$ cat config.mk
export PLATFORM = sky130hd
export DESIGN_NAME = stag_boxcar_decim
export DESIGN_NICKNAME = d
export VERILOG_FILES = /design/src/rtl/sbd_pkg.sv /design/src/rtl/sbd_phase_ctrl.sv /design/src/rtl/sbd_dump_acc.sv /design/src/rtl/sbd_out_sel.sv /design/src/rtl/stag_boxcar_decim.sv
export SDC_FILE = /design/constraint.sdc
export NUM_CORES = 1
export LEC_CHECK = 0
export ABC_AREA = 1
export BUFFER_PORTS_ARGS = -buffer_cell sky130_fd_sc_hd__buf_4
export CORE_MARGIN = 2
export CORE_UTILIZATION = 50
export DETAILED_ROUTE_END_ITERATION = 16
export MAX_ROUTING_LAYER = met4
export PLACE_DENSITY = 0.69
export SYNTH_ARGS = -nofsm -noshare
export SYNTH_HDL_FRONTEND = slang
export SYNTH_HIERARCHICAL = 1
export SYNTH_SLANG_ARGS = --single-unit
$ cat constraint.sdc
create_clock -name clk -period 4.1 [get_ports clk]
set_clock_uncertainty 0.15 [all_clocks]
set_input_delay 0.82 -clock clk [delete_from_list [all_inputs] [get_ports clk]]
set_output_delay 0.82 -clock clk [all_outputs]
set_load 0.005 [all_outputs]
$ cat src/rtl/sbd_pkg.sv
package sbd_pkg;

   // Number of accumulators working in staggered phase.
   localparam int UNIT_COUNT = 2;

   function automatic bit is_pow2(input int value);
      return (value > 0) && ((value & (value - 1)) == 0);
   endfunction

endpackage

$ cat src/rtl/sbd_phase_ctrl.sv
module sbd_phase_ctrl #(
   parameter int DECIM     = 4,
   parameter int NUM_UNITS = 2
) (
   input  logic                 clk,
   input  logic                 rst_n,
   input  logic                 in_valid,
   output logic [NUM_UNITS-1:0] dump
);
   localparam int SPAN  = 2 * DECIM;
   localparam int CNT_W = (SPAN > 1) ? $clog2(SPAN) : 1;

   logic [CNT_W-1:0] phase;

   // Wraps naturally because SPAN is a power of two.
   always_ff @(posedge clk) begin
      if (!rst_n)
         phase <= '0;
      else if (in_valid)
         phase <= phase + 1'b1;
   end

   // Unit u closes its window on the sample arriving at phase u*DECIM.
   for (genvar u = 0; u < NUM_UNITS; u++) begin : g_dump
      assign dump[u] = in_valid && (phase == CNT_W'(u * DECIM));
   end

   // at most one unit closes a window on any sample
   p_one_dump_r3 : assert property (@(posedge clk) disable iff (!rst_n)
      $onehot0(dump));

   // the phase does not move on an idle cycle
   p_phase_hold_r7 : assert property (@(posedge clk) disable iff (!rst_n)
      !in_valid |=> $stable(phase));

endmodule

$ cat src/rtl/sbd_dump_acc.sv
module sbd_dump_acc #(
   parameter int DATA_W = 12,
   parameter int DECIM  = 4
) (
   input  logic                     clk,
   input  logic                     rst_n,
   input  logic                     in_valid,
   input  logic                     dump,
   input  logic signed [DATA_W-1:0] in_data,
   output logic                     fire,
   output logic signed [DATA_W-1:0] result
);
   localparam int SPAN  = 2 * DECIM;
   localparam int SHIFT = $clog2(SPAN);
   localparam int ACC_W = DATA_W + SHIFT;

   logic signed [ACC_W-1:0] acc;
   logic signed [ACC_W-1:0] sample_ext;
   logic signed [ACC_W-1:0] acc_scaled;
   logic                    primed;

   assign sample_ext = {{SHIFT{in_data[DATA_W-1]}}, in_data};

   // Arithmetic shift: negative sums round toward minus infinity.
   assign acc_scaled = acc >>> SHIFT;
   assign result     = acc_scaled[DATA_W-1:0];

   // A unit only emits once it has integrated a complete window.
   assign fire = dump && primed;

   always_ff @(posedge clk) begin
      if (!rst_n) begin
         acc    <= '0;
         primed <= 1'b0;
      end else if (in_valid) begin
         if (dump) begin
            // The boundary sample opens the next window.
            acc    <= sample_ext;
            primed <= 1'b1;
         end else begin
            acc <= acc + sample_ext;
         end
      end
   end

   // once primed, a unit stays primed until reset
   p_primed_sticky_r2 : assert property (@(posedge clk) disable iff (!rst_n)
      primed |=> primed);

   // idle cycles leave the running sum untouched
   p_acc_hold_r7 : assert property (@(posedge clk) disable iff (!rst_n)
      !in_valid |=> $stable(acc));

endmodule

$ cat src/rtl/sbd_out_sel.sv
module sbd_out_sel #(
   parameter int DATA_W    = 12,
   parameter int NUM_UNITS = 2
) (
   input  logic                              clk,
   input  logic                              rst_n,
   input  logic [NUM_UNITS-1:0]              fire,
   input  logic [NUM_UNITS-1:0][DATA_W-1:0]  results,
   output logic                              out_valid,
   output logic signed [DATA_W-1:0]          out_data
);
   logic [DATA_W-1:0] picked;

   // One-hot OR mux.
   always_comb begin
      picked = '0;
      for (int u = 0; u < NUM_UNITS; u++) begin
         if (fire[u])
            picked = picked | results[u];
      end
   end

   always_ff @(posedge clk) begin
      if (!rst_n) begin
         out_valid <= 1'b0;
         out_data  <= '0;
      end else begin
         out_valid <= |fire;
         if (|fire)
            out_data <= picked;
      end
   end

   // Tracks the previous source for the alternation check.
   logic [NUM_UNITS-1:0] prev_fire;
   logic                 any_seen;

   always_ff @(posedge clk) begin
      if (!rst_n) begin
         prev_fire <= '0;
         any_seen  <= 1'b0;
      end else if (|fire) begin
         prev_fire <= fire;
         any_seen  <= 1'b1;
      end
   end

   // never two sources in one cycle
   p_single_source_r3 : assert property (@(posedge clk) disable iff (!rst_n)
      $onehot0(fire));

   // successive outputs alternate between the accumulators
   p_alternate_r5 : assert property (@(posedge clk) disable iff (!rst_n)
      (|fire && any_seen) |-> (fire != prev_fire));

   // output value holds between strobes
   p_hold_r8 : assert property (@(posedge clk) disable iff (!rst_n)
      !out_valid |-> $stable(out_data));

endmodule

$ cat src/rtl/stag_boxcar_decim.sv
module stag_boxcar_decim #(
   parameter int DATA_W = 12,
   parameter int DECIM  = 4
) (
   input  logic                     clk,
   input  logic                     rst_n,
   input  logic                     in_valid,
   input  logic signed [DATA_W-1:0] in_data,
   output logic                     out_valid,
   output logic signed [DATA_W-1:0] out_data
);
   localparam int NUM_UNITS = sbd_pkg::UNIT_COUNT;

   if (!sbd_pkg::is_pow2(DECIM)) begin : g_bad_decim
      $error("DECIM must be a power of two so the window length is one too");
   end
   if (DATA_W < 2) begin : g_bad_width
      $error("DATA_W must be at least 2");
   end

   logic [NUM_UNITS-1:0]             dump;
   logic [NUM_UNITS-1:0]             fire;
   logic [NUM_UNITS-1:0][DATA_W-1:0] results;

   sbd_phase_ctrl #(
      .DECIM     (DECIM),
      .NUM_UNITS (NUM_UNITS)
   ) u_ctrl (
      .clk      (clk),
      .rst_n    (rst_n),
      .in_valid (in_valid),
      .dump     (dump)
   );

   for (genvar u = 0; u < NUM_UNITS; u++) begin : g_unit
      logic signed [DATA_W-1:0] unit_result;

      sbd_dump_acc #(
         .DATA_W (DATA_W),
         .DECIM  (DECIM)
      ) u_acc (
         .clk      (clk),
         .rst_n    (rst_n),
         .in_valid (in_valid),
         .dump     (dump[u]),
         .in_data  (in_data),
         .fire     (fire[u]),
         .result   (unit_result)
      );

      assign results[u] = unit_result;
   end

   sbd_out_sel #(
      .DATA_W    (DATA_W),
      .NUM_UNITS (NUM_UNITS)
   ) u_sel (
      .clk       (clk),
      .rst_n     (rst_n),
      .fire      (fire),
      .results   (results),
      .out_valid (out_valid),
      .out_data  (out_data)
   );

   // a strobe is always caused by an accepted sample one cycle earlier
   p_strobe_cause_r3 : assert property (@(posedge clk) disable iff (!rst_n)
      out_valid |-> $past(in_valid));

endmodule

# Word-level counts from Yosys, hierarchy flattened
# Index checks and enable logic that the tools add are counted.
# classes
n_addsub	3
eq_ne	1
mux	4
bitwise_logic	1
reduce_logical	8
# ops
cell	count
15-bit by 12-bit adder with 15-bit output	2
15-bit 2-to-1 mux	2
12-bit 2-to-1 mux	2
12-bit OR	1
1-bit logical AND	4
2-bit AND reduction	2
3-bit by 1-bit adder with 3-bit output (second input constant)	1
3-bit equality test (second input constant)	1
3-bit logical NOT	1
2-bit OR reduction	1
# word_totals
register_bits	48
in_bits	15
out_inout_bits	13
elab_cells	24

# Longest topological paths before layout
# Gate-level depths: netlist (run 1).
# depth
word_depth	6
ltp_mapped	11
ltp_nobuf	11

# Hierarchy
# Netlist (run 1), hierarchy kept.
# modules_own_cells
mod	instances	cells_per_inst	area_each_um2	seq_area_each_um2
sbd_dump_acc	2	282	1702.9	320.3
sbd_out_sel	1	92	618.1	260.2
sbd_phase_ctrl	1	22	153.9	60.1

# Worst setup path after synthesis (run 1)
# No wires, ideal clock.
# synth_path
path_type	input-to-reg
startpoint	input port in_data[0]
endpoint	register g_unit[0].u_acc.acc[8]
setup_time_ns	0.070
t_arrival_ns	2.120
required_ns	3.880
path_slack_ns	1.760
stages	11
n_path_buf	0
cell_sequence	ha_1 inv_1 fa_1 inv_1 nand3_1 nand3_1 nand2_1 a21o_1 nand3_1 nand2_1 a21oi_2
# synth_between
elab_chain_cells	2
# synth_lines
item	line	source
start, declared	stag_boxcar_decim.sv:8	input logic signed [DATA_W-1:0] in_data,
15-bit by 12-bit adder with 15-bit output	sbd_dump_acc.sv:41	acc <= acc + sample_ext;
15-bit 2-to-1 mux	sbd_dump_acc.sv:36	if (dump) begin
end signal, assigned	sbd_dump_acc.sv:38	acc <= sample_ext;
end signal, assigned	sbd_dump_acc.sv:41	
end, declared	sbd_dump_acc.sv:17	logic signed [ACC_W-1:0] acc;
# No other way between the ends.
# A chain may end at the register's enable or synchronous reset.

# Worst setup path in the final report (run 1)
# layout_path
startpoint	input port in_valid
endpoint	register g_unit[1].u_acc.acc[8]
# layout_between
elab_chain_cells	2
# layout_lines
item	line	source
start, declared	stag_boxcar_decim.sv:7	input logic in_valid,
1-bit logical AND	sbd_phase_ctrl.sv:25	assign dump[u] = in_valid && (phase == CNT_W'(u * DECIM));
net dump[1]	stag_boxcar_decim.sv:21	logic [NUM_UNITS-1:0] dump;
15-bit 2-to-1 mux	sbd_dump_acc.sv:36	
end signal, assigned	sbd_dump_acc.sv:38	
end signal, assigned	sbd_dump_acc.sv:41	
end, declared	sbd_dump_acc.sv:17	
# The timed path passes the listed nets, and every way through them passes these cells.

==> flow_metrics.py, run 1 <==
metrics = {
    "pwr": {
        "p_switching_uw": 510.0,
        "vdd_drop_max_mv": 0.1620,
        "pwr-share-seq_pct": 40.4,
        "p_comb_share_pct": 37.2,
        "p_per_area_nw_per_um2": 302.9,
        "p_int_uw": 815.7,
        "p_leak_uw": 0.002343,
        "netSwitchingFraction_pct": 38.47,
        "power.share.clock_pct": 22.4,
    },
    "floorplanning": {
        "rows": 33,
        "io_pins": 28,
        "die_w_um": 95.41,
        "initial_core_util_pct": 51.10,
        "die_y_um": 95.41,
        "core_um2": 8175,
        "dieArea_um2": 9103,
    },
    "critical_path": {
        "path_common_cell": "nor2_1",
        "path_cells": "buf_4 > inv_1 > nor2_1 > clkinv_1 > nor2_1 > nor2_1 > nand2_1 > a21oi_2",
        "crit_slowest_cell": "clkinv_1",
        "startpoint": "in_valid",
        "worst-setup-path-type": "in -> reg",
        "cp-end-kind": "flip-flop",
        "critical_path_required_ps": 4140,
        "reg2reg_setup_slack_ps": 1970,
        "ff2ff_path_depth": 9,
        "critPathMaxFanout": 22,
        "slowest_delay_ps": 450,
        "arrival_ps": 2420,
        "setup.worst_path.start_class": "input pin",
        "reg2reg_from": "u_ctrl/phase[0]$_SDFFE_PN0P_",
        "timing.rr.end": "g_unit[1].u_acc/acc[8]$_SDFFE_PN0P_",
        "endpoint": "g_unit[1].u_acc/acc[8]$_SDFFE_PN0P_",
    },
    "clock_tree": {
        "cts_tree": "done",
        "cts_buffers": 5,
        "postCtsSetupBuffers": 0,
        "insertion_delay_ps": 300,
        "path_clk_slew_ps": 90,
        "cts_resized": 0,
        "cts.path.max_buffers": 2,
        "htree_num_levels": 2,
        "cts_hold_buf": 0,
        "cts_root_buf": "clkbuf_8",
        "clock-sinks": 48,
    },
    "final_layout": {
        "final_nets": 729,
        "antennaDiodeCount": 0,
        "drive_above_1_share_pct": 14.81,
        "area_growth_pct": 4.762,
        "fin_cells": 787,
        "final_area_um2": 4377,
    },
    "timing": {
        "hold_viol": 0,
        "min_period_over_period_pct": 57.87,
        "hold_ws_ps": 319.6,
        "slew_headroom_pct": 67.04,
        "rsz0062_at_grt": "false",
        "setup_violations": 0,
        "fin_crit_ps": 2373,
        "fin_tns_setup_ps": 0,
        "tightest_slew_ps": 492.6,
        "slew_violations": 0,
        "max_freq_mhz": 421.5,
        "setup_ws_ps": 1727,
    },
    "detailed_routing": {
        "drt.antenna.violating_nets": 0,
        "drcViolationCount": 0,
        "vias_per_cell": 5.144,
        "firstDrtPassIters": 5,
        "vias": 4048,
        "drt-total-wl_um": 10610,
        "wire_per_inst_um": 13.48,
        "drtIter0Drc": 240,
    },
    "placement": {
        "gp_congestion": 0.9675,
        "io_buffers": 27,
        "hpwl_um": 8473,
        "place_ws_ps": 1440,
        "placedCellCount": 780,
        "postPlaceCellArea_um2": 4285,
    },
    "logic_synthesis": {
        "synth_fp_nets": 725,
        "yosysMostFrequentCell": "nand2_1",
        "synth_top_area_cell": "dfxtp_1",
        "synth_warnings": 6,
        "synth_seq_cells": 48,
        "ys_seq_area_share_pct": 23.00,
        "yosys-top-cells-area": "dfxtp_1 23%, nand2_1 20%, ha_1 9.0%",
        "async_flop_share_pct": 0,
        "netlist_top_cells_count": "219 x nand2_1, 100 x inv_1, 49 x nand3_1",
        "synth_top_cell_area_share_pct": 23.00,
        "synth_edf_count": 0,
        "netlist_area_um2": 4178,
        "avgSynthCellArea_um2": 6.162,
        "synth.distinct_cells": 29,
        "ys.flop_type": "dfxtp_1",
        "synth_cells": 678,
    },
    "grt": {
        "overflow": 0,
        "grt_pass1_wl_um": 17820,
        "grt_max_degree": 23,
        "antenna_found_initial": 0,
        "grt_pass1_vias": 3753,
        "grt_usage_pct": 25.76,
    },
    "job": {
        "cap_violations": 0,
    },
    "status": {
        "outcome": "complete, no violations",
    },
    "worst_hold_path": {
        "hold_class": "reg -> reg",
    },
}
## per-stage QoR
step	utilization [%]	power, uW
2_1_floorplan	-	943.2
3_3_place_gp	52.42	1023
3_5_place_dp	52.42	1032
4_1_cts	53.54	1328
5_1_grt	53.54	1425
6_report	53.54	1326
## logic make-up (layout without fill, tap and decap cells)
family          Yosys count  after routing  share of synthesized area [%]
xor+xnor                  4              4                         0.8385
simple gates            353            353                          36.72
buf+inv                 154            158                          16.56
flops                    48             48                          23.00
fa+ha+maj                32             32                          9.943
compound gates           87             87                          12.94
## critical path: cells and delay by family
kind            cells  cell delay, ps
simple gates        4             740
buf+inv             3             790
compound gates      1              50
## final cells by class
| cell class | instances | area (um2) |
|---|---|---|
| clock buffer | 6 | 82.58 |
| timing repair buffer | 27 | 202.7 |
| multi-input combinational | 476 | 2525 |
| clock inverter | 1 | 8.758 |
| tap | 105 | 131.4 |
| sequential | 48 | 960.9 |
| inverter | 124 | 465.4 |
| fill | 844 | 3799 |
## sequential cells by signal (all words and copies together), names as in the netlist
name,cells
g_unit.u_acc/acc,30
u_ctrl/phase,3
g_unit.u_acc/primed,2
u_sel/out_data,12
u_sel/out_valid,1
## per-layer routing
layer | vias up | global-route usage, % | part of all wire (%)
met2 | 112 | 40.85 | 46
met1 | 1792 | 34.66 | 49
met5 | - | - | 0
met3 | 15 | 3.004 | 4.2
met4 | 0 | 7.619 | 1.6
li1 | 2129 | - | -
## cell usage in the layout (no fill, tap or decap), types with 5 or more instances in the layout
master / Yosys / final
nor2_1: 48 / 48
nand2_1: 219 / 219
inv_1: 100 / 100
inv_2: 20 / 20
nand3_2: 8 / 8
o21ai_0: 17 / 17
ha_1: 30 / 30
nand2_2: 12 / 12
a31oi_1: 6 / 6
buf_4: 24 / 27
a21oi_2: 14 / 14
dfxtp_1: 48 / 48
nor2_4: 5 / 5
a21oi_1: 38 / 38
nand3_1: 49 / 49
clkbuf_8: 0 / 6
nand4_1: 8 / 8
## worst min-delay path by stage
| stage | start | to | slack (ps) | cells past startpoint |
|---|---|---|---|---|
| 6_report | u_sel/out_data[4]$_SDFFE_PN0P_ | u_sel/out_data[4]$_SDFFE_PN0P_ | 320 | 2 |
| 5_1_grt | u_sel/out_data[1]$_SDFFE_PN0P_ | u_sel/out_data[1]$_SDFFE_PN0P_ | 340 | 2 |
| 4_1_cts | u_sel/out_data[6]$_SDFFE_PN0P_ | u_sel/out_data[6]$_SDFFE_PN0P_ | 320 | 2 |
| 3_5_place_dp | u_sel/out_data[6]$_SDFFE_PN0P_ | u_sel/out_data[6]$_SDFFE_PN0P_ | 310 | 2 |
| 3_3_place_gp | g_unit[1].u_acc/primed$_SDFFE_PN0P_ | g_unit[1].u_acc/primed$_SDFFE_PN0P_ | 300 | 2 |
| 2_1_floorplan | g_unit[0].u_acc/primed$_SDFFE_PN0P_ | g_unit[0].u_acc/primed$_SDFFE_PN0P_ | 290 | 2 |
## power by group through the flow
stage	logic, uW	registers [uW]	clock network [uW]
finish	493	536	297
floorplan	410	533	0
CTS	490	535	303
detailed placement	486	546	0
global placement	478	545	0
global route	563	540	322
Power figures use the tool's default switching activity.
==> run 2, diff against run 1 <==
--- a/config.mk
+++ b/config.mk
@@ -5,13 +5,13 @@
 export SDC_FILE = /design/constraint.sdc
 export NUM_CORES = 1
 export LEC_CHECK = 0
-export ABC_AREA = 1
+export ABC_AREA = 0
 export BUFFER_PORTS_ARGS = -buffer_cell sky130_fd_sc_hd__buf_4
 export CORE_MARGIN = 2
 export CORE_UTILIZATION = 50
 export DETAILED_ROUTE_END_ITERATION = 16
 export MAX_ROUTING_LAYER = met4
-export PLACE_DENSITY = 0.69
+export PLACE_DENSITY = 0.72
 export SYNTH_ARGS = -nofsm -noshare
 export SYNTH_HDL_FRONTEND = slang
 export SYNTH_HIERARCHICAL = 1
==> constraint.sdc (replaced) <==
create_clock -name clk -period 1.99 [get_ports clk]
set_clock_uncertainty 0.15 [all_clocks]
set_input_delay 0.398 -clock clk [delete_from_list [all_inputs] [get_ports clk]]
set_output_delay 0.398 -clock clk [all_outputs]
set_load 0.005 [all_outputs]
==> flow_metrics.py, run 2 <==
metrics = {
    "worst_hold_path": {
        "holdCritStartpoint": "in_valid",
        "min_to": "u_ctrl/phase[2]$_SDFFE_PN0P_",
        "hold_class": "in -> reg",
        "min_delay_path_depth": 3,
    },
    "critical_path": {
        "critical_path_required_ps": 2040,
        "reg2reg_setup_slack_ps": -20,
        "worst-setup-path-type": "reg -> reg",
        "reg2reg_from": "g_unit[1].u_acc/acc[0]$_SDFFE_PN0P_",
        "cp-end-kind": "flip-flop",
        "arrival_ps": 2060,
        "timing.rr.end": "g_unit[1].u_acc/acc[12]$_SDFFE_PN0P_",
        "critPathMaxFanout": 3,
        "setup.worst_path.start_class": "flip-flop",
        "ff2ff_path_depth": 9,
    },
    "final_layout": {
        "largest_register": "g_unit.u_acc/acc",
        "final_area_um2": 4722,
        "nFillCells": 609,
        "antennaDiodeCount": 0,
        "post-route-util_pct": 65.10,
        "drive_above_1_share_pct": 34.73,
        "largest_reg_flops": 30,
        "reg.largest.list": "g_unit.u_acc/acc: 30 flops, u_sel/out_data: 12 flops, u_ctrl/phase: 3 flops",
        "final_cell_mix": "85 x buf_4, 40 x dfxtp_1, 38 x nand2_1",
        "final_nets": 547,
        "final_common_cell": "buf_4",
        "area_growth_pct": 25.80,
    },
    "logic_synthesis": {
        "synth_cells": 451,
        "synth_top_area_cell": "dfxtp_1",
        "yosysMostFrequentCell": "dfxtp_1",
        "avgSynthCellArea_um2": 8.323,
        "synth_top_cell_area_share_pct": 25.60,
        "async_flop_share_pct": 0,
        "synth.distinct_cells": 49,
        "ys_seq_area_share_pct": 25.60,
        "synth_edf_count": 0,
        "synth_seq_cells": 48,
        "synth_warnings": 6,
        "netlist_area_um2": 3754,
        "ys.flop_type": "dfxtp_1",
        "netlist_top_cells_count": "48 x dfxtp_1, 41 x nand2_1, 36 x a21oi_1",
        "yosys-top-cells-area": "dfxtp_1 26%, ha_1 10%, buf_4 5.0%",
        "synth_fp_nets": 498,
    },
    "placement": {
        "hpwl_um": 6740,
        "gp_congestion": 0.8703,
        "io_buffers": 27,
        "postPlaceCellArea_um2": 4277,
    },
    "grt": {
        "grt_usage_pct": 22.76,
        "grt_max_degree": 57,
        "grt_pass1_vias": 3338,
        "grt_pass1_wl_um": 15260,
        "antenna_found_initial": 0,
        "overflow": 0,
    },
    "pwr": {
        "vdd_drop_max_mv": 0.5312,
        "pwr-share-seq_pct": 32.9,
        "p_switching_uw": 1273,
        "netSwitchingFraction_pct": 35.36,
        "p_int_uw": 2327,
        "power.share.clock_pct": 21.6,
        "p_leak_uw": 0.001924,
        "p_comb_share_pct": 45.5,
        "p_per_area_nw_per_um2": 762.2,
    },
    "detailed_routing": {
        "vias_per_cell": 5.745,
        "drtIter0Drc": 190,
        "drt.antenna.violating_nets": 0,
        "drt-total-wl_um": 9616,
        "drcViolationCount": 0,
        "firstDrtPassIters": 4,
        "wire_per_inst_um": 16.03,
        "vias": 3447,
    },
    "timing": {
        "tightest_slew_ps": 524.1,
        "setup_violations": 3,
        "slew_violations": 0,
        "slew_headroom_pct": 65.06,
        "rsz0062_at_grt": "true",
        "hold_viol": 0,
        "fin_crit_ps": 2015,
        "min_period_over_period_pct": 101.2,
        "max_freq_mhz": 496.3,
        "fin_tns_setup_ps": -39.52,
        "setup_ws_ps": -24.78,
    },
    "clock_tree": {
        "htree_num_levels": 2,
        "cts.path.max_buffers": 2,
        "insertion_delay_ps": 300,
        "cts_buffers": 5,
        "cts_root_buf": "clkbuf_8",
        "clock-sinks": 48,
        "cts_hold_buf": 0,
        "cts_tree": "done",
        "path_clk_slew_ps": 90,
    },
    "floorplanning": {
        "die_w_um": 90.65,
        "core_um2": 7253,
        "io_pins": 28,
        "initial_core_util_pct": 51.75,
        "dieArea_um2": 8217,
        "die_y_um": 90.65,
        "rows": 31,
    },
    "job": {
        "cap_violations": 0,
    },
    "status": {
        "outcome": "finished, violations left",
        "violations": "setup timing",
    },
}
==> run 2: cell families (layout without fill, tap and decap cells) <==
group	after synthesis	count (layout)	synth area share, %
multiplexers	16	16	4.267
AND/OR/NAND/NOR	124	125	16.97
buffers and inverters	59	108	8.867
XOR/XNOR	21	21	4.900
flip-flops	48	48	25.60
AO/OA/AOI/OAI	151	151	28.33
adder cells (fa/ha/maj)	32	32	11.07
==> run 2: how the worst max path moves through the flow <==
stage / from / end
final: g_unit[1].u_acc/acc[0]$_SDFFE_PN0P_ / g_unit[1].u_acc/acc[12]$_SDFFE_PN0P_
after global routing: g_unit[1].u_acc/acc[0]$_SDFFE_PN0P_ / g_unit[1].u_acc/acc[12]$_SDFFE_PN0P_
after CTS: g_unit[1].u_acc/acc[0]$_SDFFE_PN0P_ / g_unit[1].u_acc/acc[12]$_SDFFE_PN0P_
after detailed placement: in_data[0] / g_unit[1].u_acc/acc[8]$_SDFFE_PN0P_
after global placement: in_data[0] / g_unit[0].u_acc/acc[12]$_SDFFE_PN0P_
after floorplan: u_ctrl/phase[0]$_SDFFE_PN0P_ / u_sel/out_data[1]$_SDFFE_PN0P_
==> run 2: timing repair <==
action	in CTS	in global routing
setup buffers	1	4
setup endpoints to repair	9	20
gates cloned	0	1
pin swaps	16	21
resized for setup	12	47
==> run 2: critical path, cell delays in order, from the launching register on <==
cell and delay [ps]:
dfxtp_2 360, ha_4 130, inv_2 30, fa_2 340, nand2b_4 170, a21oi_4 200
o2111ai_4 160, o21ai_2 180, xnor2_1 130, a21oi_1 70
==> run 2: final cells by class <==
| class | count | area [um2] | area share (%) |
|---|---|---|---|
| repair buffers | 88 | 680.7 | 14.41 |
| multi-input cells | 345 | 2773 | 58.72 |
| well taps | 99 | 123.9 | 2.623 |
| flip-flops and latches | 48 | 973.4 | 20.61 |
| clock buffers | 7 | 96.34 | 2.040 |
| clock inverters | 1 | 30.03 | 0.6359 |
| inverters | 12 | 45.04 | 0.9539 |
==> run 2: metrics by stage <==
step	power [uW]	cells	worst slack [ps]	hold WS (ps)
6_report	3599	600	-24.78	296.2
5_1_grt	3813	600	-127.3	296.9
4_1_cts	3434	595	-1.993	291.6
3_5_place_dp	2618	586	-302.1	312.7
3_3_place_gp	2576	586	-210.0	299.2
2_1_floorplan	2243	451	0.2738	286.8
==> run 2: metal layers <==
layer	GRT usage, %	part of all wire (%)	up-vias
li1	-	-	1710
met2	41.42	53	85
met5	-	0	-
met1	26.86	42	1642
met4	3.718	1.0	0
met3	3.506	3.7	10
==> run 2: power groups by stage <==
stage / clock, uW / combinational, uW / sequential, uW
after global placement: 0 / 1380 / 1190
after CTS: 789 / 1470 / 1180
after floorplan: 0 / 1080 / 1160
final: 778 / 1640 / 1180
after detailed placement: 0 / 1420 / 1200
after global routing: 820 / 1800 / 1200
